**src/rtl/ms_sr_store.sv**
```systemverilog
module ms_sr_store (
  input  logic clk,
  input  logic rst_n,
  input  logic pulse,
  input  logic set_req,
  input  logic clr_req,
  input  logic force_lo_n,
  input  logic force_hi_n,
  output logic q,
  output logic q_n,
  output logic bad_combo
);

  logic pulse_d, master, q_r, qn_r, bad_r;
  logic m_nxt, q_nxt;

  wire pulse_end = pulse_d & ~pulse;
  wire dir_clr   = ~force_lo_n;
  wire dir_set   = ~force_hi_n & force_lo_n;
  wire both_req  = pulse & set_req & clr_req;

  always_comb begin
    m_nxt = master;
    if (pulse) begin
      if (set_req & ~clr_req)      m_nxt = 1'b1;
      else if (clr_req & ~set_req) m_nxt = 1'b0;
    end
    if (dir_clr)      m_nxt = 1'b0;
    else if (dir_set) m_nxt = 1'b1;
  end

  always_comb begin
    q_nxt = q_r;
    if (pulse_end)    q_nxt = master;
    if (dir_clr)      q_nxt = 1'b0;
    else if (dir_set) q_nxt = 1'b1;
  end

  always_ff @(posedge clk or negedge rst_n) begin
    if (!rst_n) begin
      pulse_d <= 1'b0;
      master  <= 1'b0;
      q_r     <= 1'b0;
      qn_r    <= 1'b1;
      bad_r   <= 1'b0;
    end else begin
      pulse_d <= pulse;
      master  <= m_nxt;
      q_r     <= q_nxt;
      qn_r    <= ~q_nxt;
      bad_r   <= both_req | (dir_clr & ~force_hi_n);
    end
  end

  assign q         = q_r;
  assign q_n       = qn_r;
  assign bad_combo = bad_r;

  p_hold_in_pulse_r1: assert property (@(posedge clk) disable iff (!rst_n)
    (pulse && force_lo_n && force_hi_n) |=> $stable(q));

  p_copy_at_end_r2: assert property (@(posedge clk) disable iff (!rst_n)
    (pulse_d && !pulse && force_lo_n && force_hi_n) |=> (q == $past(master)));

  p_flag_on_both_r5: assert property (@(posedge clk) disable iff (!rst_n)
    (pulse && set_req && clr_req) |=> bad_combo);

  p_direct_clear_r6: assert property (@(posedge clk) disable iff (!rst_n)
    (!force_lo_n) |=> (!q && !master));

  p_direct_set_r6: assert property (@(posedge clk) disable iff (!rst_n)
    (force_lo_n && !force_hi_n) |=> (q && master));

  p_clear_wins_r7: assert property (@(posedge clk) disable iff (!rst_n)
    (!force_lo_n && !force_hi_n) |=> (!q && bad_combo));

  p_complement_r8: assert property (@(posedge clk) disable iff (!rst_n)
    q_n == !q);

endmodule

```
**config.mk**
```make
export PLATFORM = sky130hd
export DESIGN_NAME = ms_sr_store
export DESIGN_NICKNAME = d
export VERILOG_FILES = /design/src/rtl/ms_sr_store.sv
export SDC_FILE = /design/constraint.sdc
export NUM_CORES = 1
export LEC_CHECK = 0
export ABC_AREA = 1
export BUFFER_PORTS_ARGS = -buffer_cell sky130_fd_sc_hd__buf_2
export CORE_AREA = 2 2 39 41
export DETAILED_ROUTE_END_ITERATION = 8
export DIE_AREA = 0 0 41 43
export HOLD_SLACK_MARGIN = 0.15
export PLACE_DENSITY_LB_ADDON = 0.08
export SLEW_MARGIN = 20
export SYNTH_ARGS = -nofsm -noshare
export SYNTH_HDL_FRONTEND = slang
export SYNTH_SLANG_ARGS = --single-unit
```
**constraint.sdc**
```tcl
create_clock -name clk -period 1 [get_ports clk]
set_input_delay 0 -clock clk [delete_from_list [all_inputs] [get_ports clk]]
set_output_delay 0 -clock clk [all_outputs]
set_load 0.05 [all_outputs]
```
==> out/summary.txt, run 1 <==
Run status = complete, no violations
Cell depth of the worst setup path = 1
GRT overflow = 0
Post-synth EDFFs = 0
Dpl cell area = 302.8 µm²
Clock period minus worst slack = 0.9562 ns
IO Port Bufs = 9
Largest family of logic cells by synthesized area = simple AND/OR/NAND/NOR gates
Reg-to-Reg Start = pulse_d$_DFF_PN0_
Final setup viols = 0
Crit-path max FO = 1
Syn Area/Cell = 9.095 µm²
Hold Crit Class = primary input to async pin
Asr flop ratio synth = 100.0%
Syn nets = 34
CTS root buf = clkbuf_4
Cell taking the most area after synthesis = dfrtp_1
Leakage = 0.2021 nW
R2R Path End = q$_DFF_PN0_
# rows = 14
Ports = 10
Worst setup endpoint = q_n
Most area-consuming cells after synthesis = dfrtp_1 (42%), dfstp_2 (11%), a21oi_4 (6.9%)
Slew @ Worst Pin = 0.2486 ns
Logic pwr share = 21.3%
Adder-cell share of the synthesized area = 5.291%
Initial Utilization = 17.09%
Post-CTS Setup Bufs = 0
Die width = 41 µm
Number of global-route vias before repair = 254
Max cap viols = 0
Internal Power = 0.0004206 W
Clock transition at path regs = 0.04 ns
TritonCTS Buffers = 3
Crit-path cells = clkbuf_4
Dpl cells = 51
Top delay family on crit path = flip-flops
Mapped Area = 236.5 µm²
XOR/XNOR Fraction of Synth Area = 0%
Worst-Skew Late Latency = 0.24 ns
Crit path kind = flop to primary output
Max-slew headroom = 83.54%
DP HPWL = 422.8 µm
# diodes = 0
Final period utilization = 95.62%
Post-synth top area share = 42.33%
ANT nets after route = 0
Final Non-Filler Cells = 62
Post-synth top cells = dfrtp_1 (4), inv_1 (4), nand2_1 (4)
CTS H-tree depth = 1
Setup WS post-layout = 0.04376 ns
WL per Instance = 8.629 µm
DIE AREA = 1763 µm²
Largest net degree at the start of global routing = 6
PwrDens = 1441 nW/µm²
Fin. Hold Viols = 0
Die H = 43 µm
1st-iter DRT viols = 3
Switching share of power = 27.34%
GRT Util Overall = 8.652%
Critical-path top delay cell = dfstp_2
Min Hold Slack = 0.2392 ns
P&R area growth vs syn = 69.84%
Post-synthesis simple-gate area fraction = 18.52%
Fin Setup TNS = 0 ns
Arr. time, crit path = 0.96 ns
Initial antenna violation count = 0
Synth Instances = 26
CTS tree = done
# clock sinks = 5
Post-route cell area = 401.6 µm²
Final net count = 55
Layout cells sized above 1 = 36.96%
Sw power = 0.0001583 W
Total Wirelength = 535 µm
DRC = 0
Layout fillers = 163
Multi-input logic area = 87.58 µm²
CP endpoint kind = primary output
Sequential-to-total area share from yosys stat = 53.44%
Core Region = 1384 µm²
Reg2Reg Depth = 4
Vias = 237
Compound-cell area share of the yosys netlist = 13.23%
Setup skew after layout = 0.001908 ns
Crit path launch = q_n$_DFF_PN1_
Top_reg_cell synth = dfrtp_1
Netlist cell types = 12
R2r setup slk = 0.21 ns
Critical Path RT = 1.00 ns
Max Slew Vio Count = 0
FMAX = 1046 MHz
First-pass GRT wire length = 945 µm
Clock power share = 39.5%
Clock Path Buffers = 2
Slowest stage delay, CP = 0.50 ns
Drt first pass iters = 2
Peak supply drop = 0.0003328 V
Mux contribution to synthesized area = 0%
#FFs+latches synth = 5
Routability-driven placement congestion ratio = 0.6298
Vias per inst = 3.823
Worst setup SP type = flop
RSZ-0062 raised after global routing = false
Sequential Power Share = 39.3%
Register Area = 127.6 µm²
Placement Setup Slack = 0.2028 ns
Yosys warns = 0
Buf/Inv on CP = 1
==> metrics by stage <==
step	utilization (%)	power, W
2_1_floorplan	-	0.0002947
3_3_place_gp	21.88	0.0003313
3_5_place_dp	21.88	0.0003334
4_1_cts	28.84	0.0005943
5_1_grt	29.02	0.0006222
6_report	29.02	0.0005789
==> power by group through the flow <==
| stage | registers [W] | clock network (W) | logic (W) |
|---|---|---|---|
| 5_1_grt | 0.000229 | 0.000257 | 0.000136 |
| 3_5_place_dp | 0.000230 | 0 | 0.000103 |
| 2_1_floorplan | 0.000263 | 0 | 0.0000316 |
| 3_3_place_gp | 0.000230 | 0 | 0.000101 |
| 6_report | 0.000227 | 0.000228 | 0.000123 |
| 4_1_cts | 0.000228 | 0.000243 | 0.000124 |
==> layout by cell type (no fill, tap or decap) <==
master         n
buf_2          8
dlygate4sd3_1  7
inv_1          4
nand2_1        4
clkbuf_4       4
nand3_1        3
dfrtp_1        3
inv_2          2
nor2_1         2
o21ai_1        2
a21oi_4        1
a21oi_1        1
nand4_1        1
ha_1           1
clkbuf_1       1
dfrtp_2        1
dfstp_2        1
==> cells by family (layout without fill, tap and decap cells) <==
group | after synthesis | after routing
simple gates | 10 | 10
buf+inv | 6 | 26
compound gates | 4 | 4
fa+ha+maj | 1 | 1
flops | 5 | 5
==> what timing repair did <==
action                                 CTS  global route
setup endpoints to repair                0             1
endpoints found under the hold margin   10             0
gates resized for setup                  0             1
hold buffers                             7             0
==> routing by layer <==
| metal | global-route usage, % | wire length [µm] | vias up |
|---|---|---|---|
| met1 | 9.385 | 229 | 103 |
| met5 | 0 | 0 | - |
| met4 | 10.00 | 0 | 0 |
| met3 | 1.571 | 26 | 0 |
| li1 | - | - | 125 |
| met2 | 12.19 | 278 | 9 |
==> final cells by class <==
| cell class | count | share of cell area [%] |
|---|---|---|
| Sequential cell | 5 | 31.78 |
| Inverter | 6 | 5.607 |
| Tap cell | 16 | 4.984 |
| Timing Repair Buffer | 16 | 29.28 |
| Multi-Input combinational cell | 15 | 21.81 |
| Clock buffer | 4 | 6.542 |
==> how the worst min path moves through the flow <==
stage | from | to | slack (ns) | cells after the start
6_report | rst_n | q_n$_DFF_PN1_ | 0.24 | 2
3_3_place_gp | rst_n | bad_combo$_DFF_PN0_ | -0.18 | 1
4_1_cts | rst_n | q_n$_DFF_PN1_ | 0.23 | 2
2_1_floorplan | rst_n | bad_combo$_DFF_PN0_ | -0.30 | 0
5_1_grt | rst_n | q_n$_DFF_PN1_ | 0.25 | 2
3_5_place_dp | rst_n | bad_combo$_DFF_PN0_ | -0.18 | 1
==> sequential cells by signal (all words and copies together) (netlist names) <==
name and flops:
bad_combo 1, master 1, pulse_d 1, q 1, q_n 1
Note: power is estimated with default switching activity, not from simulation.
==> run 2, diff against run 1 <==
--- a/config.mk
+++ b/config.mk
@@ -11,7 +11,8 @@
 export DETAILED_ROUTE_END_ITERATION = 8
 export DIE_AREA = 0 0 41 43
 export HOLD_SLACK_MARGIN = 0.15
-export PLACE_DENSITY_LB_ADDON = 0.08
+export MAX_ROUTING_LAYER = met4
+export PLACE_DENSITY = 0.35
 export SLEW_MARGIN = 20
 export SYNTH_ARGS = -nofsm -noshare
 export SYNTH_HDL_FRONTEND = slang
==> out/summary.txt, run 2 (same netlist as run 1, synthesis figures left out) <==
Run status = complete, no violations
1st-iter DRT viols = 0
GRT overflow = 0
Initial antenna violation count = 0
Reg-to-Reg Start = pulse_d$_DFF_PN0_
# diodes = 0
Critical Path RT = 1.00 ns
Fin Setup TNS = 0 ns
Register Area = 127.6 µm²
Routability-driven placement congestion ratio = 0.7061
P&R area growth vs syn = 69.84%
Commonest non-fill, non-tap cells in the layout = buf_2 (8), dlygate4sd3_1 (7), inv_1 (4), nand2_1 (4)
Drt first pass iters = 1
TritonCTS Buffers = 3
Max cap viols = 0
Die width = 41 µm
Arr. time, crit path = 0.93 ns
CTS H-tree depth = 1
FMAX = 1071 MHz
# rows = 14
ANT nets after route = 0
DRC = 0
Die H = 43 µm
Buf/Inv on CP = 1
DIE AREA = 1763 µm²
CTS root buf = clkbuf_4
Clock Path Buffers = 2
Post-CTS Setup Bufs = 0
Placement Setup Slack = 0.2052 ns
Clock period minus worst slack = 0.9339 ns
Peak supply drop = 0.0007686 V
Layout cells sized above 1 = 36.96%
PwrDens = 1457 nW/µm²
Clock transition at path regs = 0.04 ns
Setup WS post-layout = 0.06605 ns
Vias per inst = 4.065
Fin. Hold Viols = 0
Crit path launch = q_n$_DFF_PN1_
Slew @ Worst Pin = 0.2500 ns
Slowest stage delay, CP = 0.51 ns
GRT Util Overall = 8.772%
Multi-input logic area = 87.58 µm²
Worst-Skew Late Latency = 0.24 ns
Worst setup SP type = flop
RSZ-0062 raised after global routing = false
DP HPWL = 403.5 µm
Core Region = 1384 µm²
# clock sinks = 5
Hold Crit Class = primary input to async pin
Top delay family on crit path = flip-flops
Largest net degree at the start of global routing = 6
Number of global-route vias before repair = 244
CTS tree = done
Final period utilization = 93.39%
Ports = 10
Critical-path top delay cell = dfstp_2
Crit path kind = flop to primary output
Most common cell after layout, fill and taps aside = buf_2
Crit-path cells = buf_4
CP endpoint kind = primary output
Final net count = 55
Layout fillers = 163
First-pass GRT wire length = 931 µm
Setup skew after layout = 0.003168 ns
Leakage = 0.2022 nW
WL per Instance = 8.629 µm
Initial Utilization = 17.09%
Final setup viols = 0
Max Slew Vio Count = 0
Vias = 252
Total Wirelength = 535 µm
Max-slew headroom = 83.44%
Crit-path max FO = 1
IO Port Bufs = 9
run 2: changes by cell type in the layout (fill, tap and decap cells not counted), sizes merged:
cell    change
clkbuf      -1
buf         +1
run 2: worst paths after layout:
| kind | end | depth (start not counted) | slack (ns) |
|---|---|---|---|
| worst max-delay path | q_n | 1 | 0.07 |
| worst min-delay path | q_n$_DFF_PN1_ | 2 | 0.23 |
| worst max register to register | q$_DFF_PN0_ | 4 | 0.20 |
| worst min register to register | master$_DFFE_PN0P_ | 2 | 0.55 |
| max in group asynchronous | q$_DFF_PN0_ | 3 | 0.14 |
| min in group clk | master$_DFFE_PN0P_ | 6 | 0.26 |
run 2: area by class of cell:
cell class                      count  area share, %
Inverter                            6          5.607
Sequential cell                     5          31.78
Timing Repair Buffer               16          29.28
Multi-Input combinational cell     15          21.81
Clock buffer                        4          6.542
Tap cell                           16          4.984
run 2: power breakdown:
part	leakage (nW)	total [W]	internal [W]	switching, W
sequential	0.0586	0.000228	0.000220	0.00000708
clock	0.0150	0.000233	0.000151	0.0000821
combinational	0.129	0.000125	0.0000501	0.0000745
total	0.202	0.000585	0.000421	0.000164
run 2: metal layers:
layer	up-vias	wire, µm	track usage (%)
met1	118	229	9.416
met2	9	271	11.88
met3	0	34	4.712
li1	125	-	-
met4	0	0	6.000
met5	-	0	-
run 2: repair_timing:
action,in CTS,in global routing
hold buffers,7,0
hold endpoints to repair,10,0
resized for setup,1,0
endpoints found under the setup margin,1,0
run 2: through the flow:
| step | area, µm² | std cells | hold slack [ns] | total power (W) | utilization, % |
|---|---|---|---|---|---|
| floorplan | 237.7 | 26 | -0.2956 | 0.0002947 | - |
| global placement | 302.8 | 51 | -0.1842 | 0.0003308 | 21.88 |
| detailed placement | 302.8 | 51 | -0.1804 | 0.0003323 | 21.88 |
| CTS | 401.6 | 62 | 0.2259 | 0.0005914 | 29.02 |
| global route | 401.6 | 62 | 0.2396 | 0.0006204 | 29.02 |
| finish | 401.6 | 62 | 0.2284 | 0.0005851 | 29.02 |
==> run 3, diff against run 2 <==
--- a/config.mk
+++ b/config.mk
@@ -10,9 +10,11 @@
 export CORE_AREA = 2 2 39 41
 export DETAILED_ROUTE_END_ITERATION = 8
 export DIE_AREA = 0 0 41 43
+export GPL_ROUTABILITY_DRIVEN = 0
 export HOLD_SLACK_MARGIN = 0.15
 export MAX_ROUTING_LAYER = met4
 export PLACE_DENSITY = 0.35
+export SETUP_SLACK_MARGIN = 0.3
 export SLEW_MARGIN = 20
 export SYNTH_ARGS = -nofsm -noshare
 export SYNTH_HDL_FRONTEND = slang
==> out/summary.txt, run 3 (same netlist as run 1, synthesis figures left out) <==
Run status = complete, no violations
Logic pwr share = 20.8%
Most common cell after layout, fill and taps aside = buf_2
Placement Setup Slack = 0.1939 ns
DP HPWL = 395.1 µm
CTS root buf = clkbuf_4
Layout fillers = 158
Clock Path Buffers = 2
# diodes = 0
Crit-path cells = buf_6
Dpl cell area = 302.8 µm²
DRC = 0
Switching share of power = 28.62%
First-pass GRT wire length = 814 µm
Initial antenna violation count = 0
FMAX = 1097 MHz
Internal Power = 0.0004142 W
Die width = 41 µm
DIE AREA = 1763 µm²
Worst-Skew Late Latency = 0.24 ns
Final period utilization = 91.13%
Worst setup endpoint = q_n
Cell depth of the worst setup path = 1
Vias per inst = 3.707
GRT overflow = 0
Worst setup SP type = flop
Final net count = 51
Met2 Use GR = 8.438%
Fin. Hold Viols = 0
Largest net degree at the start of global routing = 6
Leakage = 0.1922 nW
Min Hold Slack = 0.005404 ns
Buf/Inv on CP = 1
Clock transition at path regs = 0.05 ns
Initial Utilization = 17.09%
P&R area growth vs syn = 60.32%
Slowest stage delay, CP = 0.52 ns
Reg2Reg Depth = 4
Die H = 43 µm
Top delay family on crit path = flip-flops
Post-CTS Setup Bufs = 0
Clock power share = 39.6%
Max cap viols = 0
RSZ-0062 raised after global routing = true
Layout cells sized above 1 = 45.24%
Grt met3 use = 4.712%
Met1 usage = 9.121%
Crit path kind = flop to primary output
Setup skew after layout = 0.006447 ns
Final setup viols = 0
1st-iter DRT viols = 3
IO Port Bufs = 9
Slew @ Worst Pin = 0.1976 ns
Arr. time, crit path = 0.91 ns
Clock period minus worst slack = 0.9113 ns
Commonest non-fill, non-tap cells in the layout = buf_2 (6), nand2_1 (4)
TritonCTS Buffers = 3
Crit-path max FO = 1
Gr busiest metal = met4
Sequential Power Share = 39.7%
R2r setup slk = 0.24 ns
Critical Path RT = 1.00 ns
CP endpoint kind = primary output
Hold Crit Class = primary input to flop
Number of global-route vias before repair = 197
# rows = 14
Crit path launch = q_n$_DFF_PN1_
Setup WS post-layout = 0.08873 ns
CTS tree = done
Peak supply drop = 0.0005706 V
Core Region = 1384 µm²
CTS H-tree depth = 1
Drt first pass iters = 2
GRT Util Overall = 8.161%
Sw power = 0.0001661 W
Post-route cell area = 379.1 µm²
Ports = 10
Max Slew Vio Count = 0
Max-slew headroom = 86.79%
Vias = 215
# clock sinks = 5
PwrDens = 1531 nW/µm²
ANT nets after route = 0
Fin Setup TNS = 0 ns
WL per Instance = 8.397 µm
Reg-to-Reg Start = pulse_d$_DFF_PN0_
R2R Path End = q$_DFF_PN0_
Critical-path top delay cell = dfstp_2
Total Wirelength = 487 µm
==> run 3: cell type report <==
cell class	instances	area (µm²)	share of cell area, %
Sequential cell	5	127.6	33.66
Clock buffer	3	22.52	5.941
Inverter	6	22.52	5.941
Clock inverter	1	5.005	1.320
Timing Repair Buffer	12	93.84	24.75
Multi-Input combinational cell	15	87.58	23.10
Tap cell	16	20.02	5.281
==> run 3: worst min-delay path by stage <==
stage / start / endpoint / depth (start not counted) / slack [ns]
4_1_cts: force_hi_n / bad_combo$_DFF_PN0_ / 2 / -0.004
6_report: force_hi_n / bad_combo$_DFF_PN0_ / 2 / 0.005
3_3_place_gp: rst_n / pulse_d$_DFF_PN0_ / 1 / -0.18
2_1_floorplan: rst_n / bad_combo$_DFF_PN0_ / 0 / -0.30
3_5_place_dp: rst_n / pulse_d$_DFF_PN0_ / 1 / -0.18
5_1_grt: force_hi_n / bad_combo$_DFF_PN0_ / 2 / 0.007
==> run 3: layer usage <==
metal / vias up / routed length, µm
met5: - / 0
met4: 0 / 0
met3: 0 / 26
met2: 7 / 219
met1: 93 / 241
li1: 115 / -
==> run 3: through the flow <==
| step | total power (W) | cells | utilization (%) |
|---|---|---|---|
| 2_1_floorplan | 0.0002955 | 26 | - |
| 3_3_place_gp | 0.0003314 | 51 | 21.88 |
| 3_5_place_dp | 0.0003327 | 51 | 21.88 |
| 4_1_cts | 0.0005962 | 58 | 27.40 |
| 5_1_grt | 0.0006284 | 58 | 27.40 |
| 6_report | 0.0005802 | 58 | 27.40 |
==> run 3: power groups by stage <==
stage               combinational, W  clock (W)  sequential, W
detailed placement          0.000101          0       0.000231
finish                      0.000120   0.000230       0.000230
CTS                         0.000122   0.000244       0.000231
global route                0.000131   0.000266       0.000232
floorplan                  0.0000319          0       0.000264
global placement            0.000100          0       0.000231
==> run 3: timing repair <==
item	CTS	global route
cloned	0	0
hold buffers	3	2
pin swaps	2	0
gates resized for setup	6	0
endpoints found under the setup margin	5	7
endpoints found under the hold margin	10	9
